==> src/rtl/psc_pkg.sv <==
`timescale 1ns/1ps
// Package: shared state encoding for the low-power clock state controller.
// Assumes two bits are enough for the three states; code 2'b11 is unused.
package psc_pkg;
    typedef enum logic [1:0] {
        PS_RUN     = 2'b00,
        PS_STOPGNT = 2'b01,
        PS_SLEEP   = 2'b10
    } psc_state_t;

    localparam int unsigned PSC_N_EVT = 2;
endpackage

==> src/rtl/psc_sync.sv <==
`timescale 1ns/1ps
// Module: psc_sync
// Multi-flop synchroniser for a single asynchronous level.
// Assumes the input is a slow level (no pulses shorter than a few clocks).
// Resets every stage to RST_VAL.
module psc_sync #(
    parameter int unsigned STAGES  = 2,
    parameter bit          RST_VAL = 1'b1
) (
    input  logic clk,
    input  logic rst_n,
    input  logic d_i,
    output logic q_o
);
    logic [STAGES-1:0] chain_q;

    generate
        if (STAGES == 1) begin : g_single
            // Purpose: single capture flop.
            always_ff @(posedge clk) begin
                if (!rst_n) chain_q <= RST_VAL;
                else        chain_q <= d_i;
            end
        end else begin : g_multi
            // Purpose: shift the level through the flop chain.
            always_ff @(posedge clk) begin
                if (!rst_n) chain_q <= {STAGES{RST_VAL}};
                else        chain_q <= {chain_q[STAGES-2:0], d_i};
            end
        end
    endgenerate

    assign q_o = chain_q[STAGES-1];
endmodule

==> src/rtl/psc_fsm.sv <==
`timescale 1ns/1ps
// Module: psc_fsm
// Three-state low-power controller. It computes the next state and registers
// the state together with the clock enable, the PLL keep-alive flag and the
// event mask, so all four outputs move on the same edge.
// Assumes sleep_req_i is already synchronised and active high.
module psc_fsm
    import psc_pkg::*;
(
    input  logic       clk,
    input  logic       rst_n,
    input  logic       stopgnt_req_i,
    input  logic       sleep_req_i,
    output psc_state_t state_o,
    output logic       clk_en_o,
    output logic       pll_keep_o,
    output logic       evt_mask_o
);
    psc_state_t state_q, state_d;
    logic       clk_en_q, pll_keep_q, mask_q;
    logic       sleep_next;

    // Purpose: next-state decision; sleep is only reachable from stop-grant.
    always_comb begin
        state_d = state_q;
        unique case (state_q)
            PS_RUN:     if (stopgnt_req_i)       state_d = PS_STOPGNT;
            PS_STOPGNT: if (sleep_req_i)         state_d = PS_SLEEP;
                        else if (!stopgnt_req_i) state_d = PS_RUN;
            PS_SLEEP:   if (!sleep_req_i)        state_d = PS_STOPGNT;
            default:                             state_d = PS_RUN;
        endcase
    end

    assign sleep_next = (state_d == PS_SLEEP);

    // Purpose: register state and all enables from the next-state value.
    always_ff @(posedge clk) begin
        if (!rst_n) begin
            state_q    <= PS_RUN;
            clk_en_q   <= 1'b1;
            pll_keep_q <= 1'b0;
            mask_q     <= 1'b0;
        end else begin
            state_q    <= state_d;
            clk_en_q   <= !sleep_next;
            pll_keep_q <= sleep_next;
            mask_q     <= sleep_next;
        end
    end

    assign state_o    = state_q;
    assign clk_en_o   = clk_en_q;
    assign pll_keep_o = pll_keep_q;
    assign evt_mask_o = mask_q;
endmodule

==> src/rtl/psc_evt_gate.sv <==
`timescale 1ns/1ps
// Module: psc_evt_gate
// Registers each event input, blocked while the mask is high.
// Assumes events are single-cycle pulses in the core clock domain.
module psc_evt_gate #(
    parameter int unsigned N_EVT = 2
) (
    input  logic             clk,
    input  logic             rst_n,
    input  logic             mask_i,
    input  logic [N_EVT-1:0] evt_i,
    output logic [N_EVT-1:0] take_o
);
    generate
        for (genvar g = 0; g < N_EVT; g++) begin : g_evt
            logic take_q;
            // Purpose: recognise one event line unless masked.
            always_ff @(posedge clk) begin
                if (!rst_n) take_q <= 1'b0;
                else        take_q <= evt_i[g] & ~mask_i;
            end
            assign take_o[g] = take_q;
        end
    endgenerate
endmodule

==> src/rtl/pwr_state_ctrl.sv <==
`timescale 1ns/1ps
// Module: pwr_state_ctrl (top)
// Low-power clock state controller: running, stop-grant and sleep.
// Assumes sleep_req_n_i is asynchronous and active low, stopgnt_req_i and the
// event pulses are synchronous to clk, and reset is synchronous active low.
module pwr_state_ctrl
    import psc_pkg::*;
#(
    parameter int unsigned SYNC_STAGES = 2
) (
    input  logic       clk,
    input  logic       rst_n,
    input  logic       stopgnt_req_i,
    input  logic       sleep_req_n_i,
    input  logic       irq_i,
    input  logic       snoop_i,
    output logic [1:0] state_o,
    output logic       clk_en_o,
    output logic       pll_keep_o,
    output logic       evt_mask_o,
    output logic       irq_take_o,
    output logic       snoop_take_o
);
    logic                 sleep_n_sync;
    psc_state_t           state;
    logic                 mask;
    logic [PSC_N_EVT-1:0] evt_vec, take_vec;

    psc_sync #(.STAGES(SYNC_STAGES), .RST_VAL(1'b1)) u_sync (
        .clk   (clk),
        .rst_n (rst_n),
        .d_i   (sleep_req_n_i),
        .q_o   (sleep_n_sync)
    );

    psc_fsm u_fsm (
        .clk           (clk),
        .rst_n         (rst_n),
        .stopgnt_req_i (stopgnt_req_i),
        .sleep_req_i   (~sleep_n_sync),
        .state_o       (state),
        .clk_en_o      (clk_en_o),
        .pll_keep_o    (pll_keep_o),
        .evt_mask_o    (mask)
    );

    assign evt_vec = {snoop_i, irq_i};

    psc_evt_gate #(.N_EVT(PSC_N_EVT)) u_gate (
        .clk    (clk),
        .rst_n  (rst_n),
        .mask_i (mask),
        .evt_i  (evt_vec),
        .take_o (take_vec)
    );

    assign state_o      = state;
    assign evt_mask_o   = mask;
    assign irq_take_o   = take_vec[0];
    assign snoop_take_o = take_vec[1];
endmodule

==> config.mk <==
export PLATFORM = sky130hd
export DESIGN_NAME = pwr_state_ctrl
export DESIGN_NICKNAME = d
export VERILOG_FILES = /design/src/rtl/psc_pkg.sv /design/src/rtl/psc_sync.sv /design/src/rtl/psc_fsm.sv /design/src/rtl/psc_evt_gate.sv /design/src/rtl/pwr_state_ctrl.sv
export SDC_FILE = /design/constraint.sdc
export NUM_CORES = 1
export LEC_CHECK = 0
export ABC_CLOCK_PERIOD_IN_PS = 800
export BUFFER_PORTS_ARGS = -buffer_cell sky130_fd_sc_hd__buf_4
export CAP_MARGIN = 20
export CORE_AREA = 2 2 39 41
export CTS_BUF_LIST = sky130_fd_sc_hd__clkbuf_8
export DETAILED_ROUTE_END_ITERATION = 7
export DIE_AREA = 0 0 41 43
export PLACE_DENSITY = 0.47
export SLEW_MARGIN = 5
export SYNTH_ARGS = -nofsm -noshare
export SYNTH_HDL_FRONTEND = slang
export SYNTH_SLANG_ARGS = --single-unit
==> constraint.sdc <==
create_clock -name clk -period 0.8 [get_ports clk]
set_input_delay 0.04 -clock clk [delete_from_list [all_inputs] [get_ports clk]]
set_output_delay 0.04 -clock clk [all_outputs]
set_load 0.01 [all_outputs]
==> impl_metrics.toml <==
[die]
die_area_um2 = 1760
io_pins = 13
start_util_pct = 18.9
die_w_um = 41
die_h_um = 43
fp.coreArea_um2 = 1380
num_rows = 14

[sta]
slew_violations = 0
period_share_pct = 105
final.setup.worst_slack_ps = -36.0
slew_headroom_pct = 83.3
fin_tns_setup_ps = -62.1
min_period_ps = 836
worst_pin_slew_ps = 247
hold_viol_final = 0
max_freq_mhz = 1200
rsz0062_at_grt = "yes"
setup_viol = 2
finalClockSkew_ps = 3.59

[clocking]
cts.path.max_buffers = 2
cts_tree = "yes"
clk_pin_slew_ps = 40
cts-buffers-inserted = 3
cts_num_sinks = 8
cts-root-buf = "clkbuf_8"
htreeDepth = 1
clk_latency_ps = 220

[global_routing]
grt_pass1_wl_um = 745
grt_use_total_pct = 7.16
grt_max_degree = 9
overflow = 0
grt_pass1_vias = 172
antenna_found_initial = 0

[pwr]
total_power_uw = 995
p_int_uw = 803
total_leakage_power_nw = 0.187
clkPwrFrac_pct = 47.7
ir_drop_uv = 1180
p_seq_share_pct = 43.6
powerDensity_nw_per_um2 = 2330
share_comb_of_total_power_pct = 8.6
power_switching_uw = 193
swShare_pct = 19.3

[critical_path]
cp-start-kind = "flop"
cp-end-kind = "flop"
max_stage_delay_ps = 340
worstPathArrival_ps = 1000
crit_fanout = 4
crit_start = "u_fsm.state_o[0]"
endpoint = "u_fsm.state_o[0]"
critPathTopFamily = "flip-flops"
required_ps = 970
r2r_slack_ps = -40
critPathBufInv = 0
r2r_cells = 2
crit_type = "flop to flop"
path_cells = "nor4b_1 -> a31o_2"
worst-path-stages = 2
cp_slowest_cell = "dfxtp_2"
reg2reg_to = "u_fsm.state_o[0]"
r2r-start = "u_fsm.state_o[0]"

[yosys]
synth_seq_cells = 8
synth_area_per_cell_um2 = 12.5
yosysWarnings = 0
syn_area_um2 = 262
synth_top_area_share_pct = 61.2
synth_area_leaders = "dfxtp_1 (61%), and3b_1 (6.7%), nand2b_1 (4.8%), nor3b_2 (4.8%), mux2i_1 (3.8%)"
ys_seq_area_share_pct = 61.2
syn-num-nets = 27
synth_cell_types = 11
yosysTopAreaCell = "dfxtp_1"
synthCells = 21

[outcome]
run_status = "finished with violations"
violations = "negative setup slack"

[layout]
final_util_pct = 30.8
final_nets = 44
layout-drive-gt1-share_pct = 58.3
area_growth_pct = 63.2
antennaDiodeCount = 0

[detailed_routing]
postRouteAntennaNets = 0
num_vias = 198
viasPerCell = 3.81
first_iter_violations = 3
route.detailed.drc = 0
firstDrtPassIters = 3
wl_per_cell_um = 9.46
routed_wl_um = 492

[placed_design]
dp_slack_ps = -20.5
io_buffers = 12
gp_congestion = 0.569

[worst_hold_path]
hold_depth = 2
hp-class = "input pin to flop"

[flow_run]
drv_cap = 0
==> cell usage after synthesis <==
cell	n
nor3b_2	1
buf_4	1
and3b_1	2
nor3b_1	1
dfxtp_1	8
nor4b_1	1
mux2i_1	1
a31o_2	1
inv_1	2
nand2b_1	2
xnor2_1	1
==> power by group through the flow <==
stage | registers (mW) | clock network (mW) | logic, mW
after floorplan | 0.443 | 0 | 0.0289
after global placement | 0.437 | 0 | 0.0782
after detailed placement | 0.438 | 0 | 0.0796
after CTS | 0.432 | 0.494 | 0.0839
after global routing | 0.436 | 0.535 | 0.0939
final | 0.434 | 0.475 | 0.0861
==> worst min-delay path by stage <==
stage | from | to | slack, ps
final | rst_n | u_sync.chain_q[0] | 40
after global routing | rst_n | u_sync.chain_q[1] | 40
after CTS | rst_n | u_sync.chain_q[0] | 40
after detailed placement | sleep_req_n_i | u_sync.chain_q[0] | 230
after global placement | sleep_req_n_i | u_sync.chain_q[0] | 220
after floorplan | rst_n | u_sync.chain_q[0] | 110
==> stage by stage <==
stage | cell area (µm²) | std cells | hold WS (ps)
5_1_grt | 427 | 52 | 41.7
3_3_place_gp | 367 | 48 | 225
4_1_cts | 418 | 52 | 36.0
6_report | 427 | 52 | 38.6
3_5_place_dp | 367 | 48 | 228
2_1_floorplan | 264 | 21 | 113
==> kinds of logic after synthesis <==
kind of cell    synth area share (%)
flops                           61.2
simple gates                    22.5
buf+inv                         5.74
compound gates                  3.35
xor+xnor                        3.35
mux                             3.83
==> metal layers <==
layer | share of wire (%) | global-route usage (%) | vias up
li1 | - | - | 100
met5 | 0 | 0 | -
met4 | 0 | 4.00 | 0
met2 | 39 | 8.13 | 13
met3 | 17 | 7.85 | 0
met1 | 44 | 7.82 | 85
==> final cells by class <==
class / count / area (µm²)
multi-input cells: 10 / 93.8
inverters: 2 / 7.51
clock buffers: 3 / 41.3
fillers: 152 / 957
well taps: 16 / 20.0
flip-flops and latches: 8 / 164
repair buffers: 13 / 100
==> registers in the layout, summed over array words and instances (netlist names) <==
name / flops
u_fsm.clk_en_o: 1
u_fsm.pll_keep_o: 1
u_fsm.state_o: 2
u_gate.g_evt.take_q: 2
u_sync.chain_q: 2
==> worst register-to-register path, stage by stage, from the launching register on <==
cell,delay [ps]
dfxtp_2,340
nor4b_1,300
a31o_2,140
==> repair_timing <==
item,4_1_cts,5_1_grt
resized for setup,0,2
hold buffers,1,0
hold endpoints to repair,1,0
buffers inserted,0,0
endpoints found under the setup margin,2,6
==> cells in the final DEF (no fill, tap or decap) <==
cell and n:
dfxtp_1 5, mux2i_1 1, nand2b_1 2, and3b_1 2
nor3b_1 1, nor3b_2 1, buf_4 12, dlygate4sd3_1 1
nor4b_1 1, clkbuf_8 3, a31o_2 1, inv_1 2
xnor2_2 1, dfxtp_2 3
Note: power is estimated with default switching activity, not from simulation.
